**src/rtl/lam_pkg.sv**
```systemverilog
package lam_pkg;
  localparam logic [1:0] ADDR_IRQ    = 2'd0;
  localparam logic [1:0] ADDR_STAT   = 2'd1;
  localparam logic [1:0] ADDR_CNT_LO = 2'd2;
  localparam logic [1:0] ADDR_CNT_HI = 2'd3;

  localparam int STAT_W   = 7;
  localparam int IRQ_W    = 6;
  localparam int EDGE_W   = 4;  // status bits whose changes raise interrupts
  localparam int IRQ_PRBS = 4;
  localparam int IRQ_SAT  = 5;
endpackage

```
**src/rtl/lam_idle_detect.sv**
```systemverilog
module lam_idle_detect #(
  parameter int LIMIT = 128
) (
  input  logic clk,
  input  logic rst_n,
  input  logic tick,
  input  logic pulse_p,
  input  logic pulse_n,
  output logic idle
);
  localparam int W = $clog2(LIMIT + 1);
  localparam logic [W-1:0] LIM = W'(LIMIT);

  logic [W-1:0] cnt_q;
  logic         pulse;

  assign pulse = pulse_p | pulse_n;
  assign idle  = (cnt_q == LIM);

  always_ff @(posedge clk or negedge rst_n) begin
    if (!rst_n)                  cnt_q <= '0;
    else if (pulse)              cnt_q <= '0;
    else if (tick && cnt_q != LIM) cnt_q <= cnt_q + 1'b1;
  end

  // a pulse on either rail clears the inactivity alarm
  a_r7_pulse_restarts: assert property (@(posedge clk) disable iff (!rst_n)
    pulse |=> !idle);
  // alarm holds while the line stays quiet
  a_r7_idle_holds: assert property (@(posedge clk) disable iff (!rst_n)
    (idle && !pulse) |=> idle);
endmodule

```
**src/rtl/lam_err_counter.sv**
```systemverilog
module lam_err_counter #(
  parameter int W = 16
) (
  input  logic         clk,
  input  logic         rst_n,
  input  logic         err,
  input  logic         clr,
  output logic [W-1:0] cnt,
  output logic         sat_evt
);
  localparam logic [W-1:0] MAX = '1;

  logic [W-1:0] cnt_q;
  assign cnt     = cnt_q;
  assign sat_evt = err && !clr && (cnt_q == MAX - 1'b1);

  always_ff @(posedge clk or negedge rst_n) begin
    if (!rst_n)                  cnt_q <= '0;
    else if (clr)                cnt_q <= '0;
    else if (err && cnt_q != MAX) cnt_q <= cnt_q + 1'b1;
  end

  a_r9_sat_holds: assert property (@(posedge clk) disable iff (!rst_n)
    (cnt_q == MAX && !clr) |=> cnt_q == MAX);
  a_r9_counts_up: assert property (@(posedge clk) disable iff (!rst_n)
    (err && !clr && cnt_q != MAX) |=> cnt_q == $past(cnt_q) + 1'b1);
  a_r10_clear_wins: assert property (@(posedge clk) disable iff (!rst_n)
    clr |=> cnt_q == '0);
endmodule

```
**src/rtl/lam_irq_latch.sv**
```systemverilog
module lam_irq_latch #(
  parameter int N = 6
) (
  input  logic         clk,
  input  logic         rst_n,
  input  logic [N-1:0] set,
  input  logic         clr,
  output logic [N-1:0] q
);
  for (genvar i = 0; i < N; i++) begin : g_bit
    always_ff @(posedge clk or negedge rst_n) begin
      if (!rst_n)      q[i] <= 1'b0;
      else if (set[i]) q[i] <= 1'b1;
      else if (clr)    q[i] <= 1'b0;
    end
  end

  // a set is never lost to a simultaneous clear
  a_r6_set_kept: assert property (@(posedge clk) disable iff (!rst_n)
    (|set) |=> ((q & $past(set)) == $past(set)));
  // a clear with no set empties the register
  a_r5_clear_empties: assert property (@(posedge clk) disable iff (!rst_n)
    (clr && set == '0) |=> q == '0);
endmodule

```
**src/rtl/line_alarm_monitor.sv**
```systemverilog
module line_alarm_monitor
  import lam_pkg::*;
#(
  parameter int IDLE_LIMIT  = 128,
  parameter int CNT_W       = 16,
  parameter int FIFO_DEPTH  = 16,
  parameter int FIFO_MARGIN = 2,
  localparam int FILL_W     = $clog2(FIFO_DEPTH + 1)
) (
  input  logic              clk,
  input  logic              rst_n,
  input  logic              bit_tick,
  input  logic              pulse_pos,
  input  logic              pulse_neg,
  input  logic              rx_los,
  input  logic              lock_lost,
  input  logic              analog_los,
  input  logic              digital_los,
  input  logic              prbs_err,
  input  logic [FILL_W-1:0] fifo_fill,
  input  logic              err_cnt_clr,
  input  logic              rd_en,
  input  logic [1:0]        rd_addr,
  output logic [7:0]        rd_data
);
  localparam logic [FILL_W-1:0] LO_LIM = FILL_W'(FIFO_MARGIN);
  localparam logic [FILL_W-1:0] HI_LIM = FILL_W'(FIFO_DEPTH - FIFO_MARGIN);

  logic              idle;
  logic              fifo_near;
  logic [STAT_W-1:0] live_stat, stat_q;
  logic [IRQ_W-1:0]  irq_set, irq_q;
  logic              irq_clr;
  logic [CNT_W-1:0]  err_cnt;
  logic [15:0]       cnt16;
  logic              sat_evt;

  lam_idle_detect #(.LIMIT(IDLE_LIMIT)) u_idle (
    .clk(clk), .rst_n(rst_n), .tick(bit_tick),
    .pulse_p(pulse_pos), .pulse_n(pulse_neg), .idle(idle)
  );

  lam_err_counter #(.W(CNT_W)) u_cnt (
    .clk(clk), .rst_n(rst_n), .err(prbs_err), .clr(err_cnt_clr),
    .cnt(err_cnt), .sat_evt(sat_evt)
  );

  assign fifo_near = (fifo_fill <= LO_LIM) || (fifo_fill >= HI_LIM);
  assign live_stat = {prbs_err, digital_los, analog_los, fifo_near,
                      lock_lost, rx_los, idle};

  always_ff @(posedge clk or negedge rst_n) begin
    if (!rst_n) stat_q <= '0;
    else        stat_q <= live_stat;
  end

  assign irq_set = {sat_evt, prbs_err, live_stat[EDGE_W-1:0] ^ stat_q[EDGE_W-1:0]};
  assign irq_clr = rd_en && (rd_addr == ADDR_IRQ);

  lam_irq_latch #(.N(IRQ_W)) u_irq (
    .clk(clk), .rst_n(rst_n), .set(irq_set), .clr(irq_clr), .q(irq_q)
  );

  assign cnt16 = 16'(err_cnt);

  always_comb begin
    unique case (rd_addr)
      ADDR_IRQ:    rd_data = 8'(irq_q);
      ADDR_STAT:   rd_data = 8'(stat_q);
      ADDR_CNT_LO: rd_data = cnt16[7:0];
      default:     rd_data = cnt16[15:8];
    endcase
  end

  // a status change on bits 0..3 shows in the interrupt byte next cycle
  a_r3_change_flags: assert property (@(posedge clk) disable iff (!rst_n)
    (live_stat[EDGE_W-1:0] != stat_q[EDGE_W-1:0]) |=>
      ((irq_q[EDGE_W-1:0] & $past(live_stat[EDGE_W-1:0] ^ stat_q[EDGE_W-1:0]))
        == $past(live_stat[EDGE_W-1:0] ^ stat_q[EDGE_W-1:0])));
  // a PRBS error raises its interrupt bit
  a_r4_prbs_flag: assert property (@(posedge clk) disable iff (!rst_n)
    prbs_err |=> irq_q[IRQ_PRBS]);
  // saturation interrupt fires when the count steps into its maximum
  a_r9_sat_flag: assert property (@(posedge clk) disable iff (!rst_n)
    (err_cnt != '1 && !err_cnt_clr && prbs_err) ##1 (err_cnt == '1) |-> irq_q[IRQ_SAT]);
endmodule

```
**config.mk**
```make
export PLATFORM = sky130hd
export DESIGN_NAME = line_alarm_monitor
export DESIGN_NICKNAME = d
export VERILOG_FILES = /design/src/rtl/lam_pkg.sv /design/src/rtl/lam_idle_detect.sv /design/src/rtl/lam_err_counter.sv /design/src/rtl/lam_irq_latch.sv /design/src/rtl/line_alarm_monitor.sv
export SDC_FILE = /design/constraint.sdc
export NUM_CORES = 1
export LEC_CHECK = 0
export BUFFER_PORTS_ARGS = -buffer_cell sky130_fd_sc_hd__buf_2
export CELL_PAD_IN_SITES_DETAIL_PLACEMENT = 1
export CELL_PAD_IN_SITES_GLOBAL_PLACEMENT = 2
export CORE_UTILIZATION = 29
export DETAILED_ROUTE_END_ITERATION = 10
export GPL_ROUTABILITY_DRIVEN = 0
export PLACE_DENSITY_LB_ADDON = 0.1
export SLEW_MARGIN = 15
export SYNTH_ARGS = -nofsm -noshare
export SYNTH_HDL_FRONTEND = slang
export SYNTH_SLANG_ARGS = --single-unit
export TNS_END_PERCENT = 30
```
**constraint.sdc**
```tcl
create_clock -name clk -period 2.4 [get_ports clk]
set_clock_uncertainty 0.15 [all_clocks]
set_input_delay 0.36 -clock clk [delete_from_list [all_inputs] [get_ports clk]]
set_output_delay 0.36 -clock clk [all_outputs]
set_load 0.02 [all_outputs]
```
==> metrics.txt <==
status=complete, but fails checks; violated checks=design-rule violations; post-CTS sizing=0; Top FF cell, synth=dfrtp_1; max frequency=499 MHz; fin crit period=2000 ps; CTS Hold Bufs=0; LEAKAGE=0.975 nW; R2R cell count=4; Tcrit/Tclk final=0.835; CP required=2420 ps; Multi-input gate area=995 sq um; Cell Area, Synth=1990 sq um; area grow syn2layout=15.7%; PwrDens=523 nW/um^2; leading cell type in the layout, fill and taps excluded=dfrtp_1; initial core utilization=0.306; sequential fraction of the synthesis area=0.465; Clock Tree Root=clkbuf_8; Yosys warnings=0; setup slack, reg-to-reg=400 ps; Peak VDD IR=278 uV; P_int=0.915 mW; CP arrival=2020 ps; Final Worst Setup Slack=396 ps; TritonCTS Buffers=5; type of the most critical hold path=input pin to asynchronous set/reset pin; first-pass GRT wire length=9.06 mm; commonest non-fill, non-tap cells in the layout=dfrtp_1, buf_2, nand2_1; vias in the first global route=1798; Sw Ratio=0.240; Post-synth EDFFs=0; TritonCTS clock tree=done; Synth Register Bits=37; final WL=5.27 mm; Post-Syn Nets=215; Max Transition Viols Final=0; post-synthesis cell count=192; RSZ-0062 raised after global routing=false; GRT Residual Overflow=0; Final Setup Violations=0; Core Util, Final=0.354; fin nets=247; DP HPWL=3.94 mm; worst-margin pin slew=842 ps; num rows=29; routed vias=1636; Relative slew margins=0.439; Core ar.=6490 sq um; Logic pwr share=0.102; DR WL/cell=17.5 um; setup TNS=0 ps; CP Capture Type=register; hold slack final=25.4 ps; dpl ws=356 ps; fraction of layout cells with a size suffix above 1=0.219; GRT Util Overall=0.163; largest net degree at the start of global routing=38; drt pass-1 iters=7; Bufs on Longest Clock Path=2; fillers=726; Setup Buffers After CTS=0; Flop pwr share=0.537; Placed Area=2210 sq um; Boundary Pins=27; die width=84.8 um; DRC Markers=4; DR iter-0 viols=69; Worst-Skew Late Latency=280 ps; PortBufs=26; initial antenna violation count=0; Worst R2R End=u_idle.cnt_q[1]; design area=2300 sq um; Hold Violations, Final=0; distinct cell type count after synthesis=44; Clk pwr share=0.360; clock slew at reported path FFs=70 ps; vias per cell=5.44; die area=7200 sq um; clk sinks=37; Startpoint Class=register; Die H=84.8 um; net load switching power=0.289 mW; critical register-to-register path startpoint=u_idle.cnt_q[4]; number of inserted diodes=0; Final ANT Viol Nets=0; Max H-tree Level=2; Reg area=926 sq um; Async S/R FF share, synth=1.00; Max Cap Viol=0; Syn Area/Cell=10.4 sq um; Crit Path Max Fanout=4; CP Class=register to register
[flip-flops by register name (all words and copies together) (netlist names)]
| name | flops |
|---|---|
| stat_q | 7 |
| u_cnt.cnt | 16 |
| u_idle.cnt_q | 8 |
| u_irq.q | 6 |
[how the worst max path moves through the flow]
stage	startpoint	to	slack [ps]	depth (start not counted)
2_1_floorplan	rd_addr[0]	rd_data[5]	380	2
3_3_place_gp	prbs_err	u_cnt.cnt[9]	400	5
3_5_place_dp	prbs_err	u_cnt.cnt[11]	360	5
4_1_cts	u_idle.cnt_q[4]	u_idle.cnt_q[1]	400	4
5_1_grt	u_idle.cnt_q[4]	u_idle.cnt_q[1]	290	4
6_report	u_idle.cnt_q[4]	u_idle.cnt_q[1]	400	4
[Yosys cell counts (2+ instances only)]
| cell type | instances | area (sq um) |
|---|---|---|
| dfrtp_1 | 37 | 926 |
| nand2_1 | 24 | 90.1 |
| nor2_1 | 15 | 56.3 |
| a21oi_1 | 9 | 45.0 |
| inv_1 | 8 | 30.0 |
| nand3_1 | 8 | 40.0 |
| o21ai_0 | 8 | 40.0 |
| nor3_1 | 7 | 35.0 |
| or3_1 | 7 | 43.8 |
| xnor2_1 | 7 | 61.3 |
| nand4_1 | 6 | 37.5 |
| mux2i_1 | 5 | 50.1 |
| mux4_2 | 5 | 113 |
| ha_1 | 4 | 50.1 |
| nor4_1 | 3 | 18.8 |
| o41ai_1 | 3 | 26.3 |
| a211oi_1 | 2 | 15.0 |
| a31oi_1 | 2 | 12.5 |
| clkbuf_1 | 2 | 7.51 |
| mux2_2 | 2 | 22.5 |
| nor2b_1 | 2 | 12.5 |
| o31ai_1 | 2 | 15.0 |
| or4_1 | 2 | 15.0 |
| xor2_1 | 2 | 17.5 |
[area by class of cell]
class                   count  share of cell area
repair buffers             31              0.0729
flip-flops and latches     37               0.402
well taps                  77              0.0419
multi-input cells         141               0.432
clock buffers               7              0.0375
inverters                   8              0.0131
[logic make-up after synthesis]
group | count (synthesis) | share of synthesized area
AOI/OAI and AO/OA | 34 | 0.115
xor gates and xnor gates | 9 | 0.0396
buffers and inverters | 14 | 0.0346
and+or+nand+nor | 81 | 0.214
muxes | 13 | 0.106
adders and majority gates | 4 | 0.0252
DFF | 37 | 0.465
[metrics by stage]
step / power [mW] / instances
global placement: 0.779 / 294
floorplan: 0.726 / 192
finish: 1.20 / 301
detailed placement: 0.785 / 294
global route: 1.26 / 301
CTS: 1.23 / 301
[worst max-delay path: stages (launching register included)]
cell and delay, ps:
dfrtp_1 420, or3_1 410, o41ai_1 600, mux2i_1 260, nor2_1 60
[power by group through the flow]
stage               Combinational [mW]  Clock [mW]  Sequential [mW]
floorplan                       0.0678           0            0.658
global placement                 0.121           0            0.658
detailed placement               0.125           0            0.660
CTS                              0.126       0.454            0.647
global route                     0.138       0.477            0.649
finish                           0.123       0.434            0.647
[layer usage]
layer	wire (um)	part of all wire	vias to the layer above	track usage
met3	182	0.035	7	0.0360
met1	2510	0.48	828	0.220
met4	59	0.011	0	0.0524
met2	2520	0.48	29	0.262
li1	-	-	772	-
met5	0	0	-	0
(Power assumes the default switching activity.)
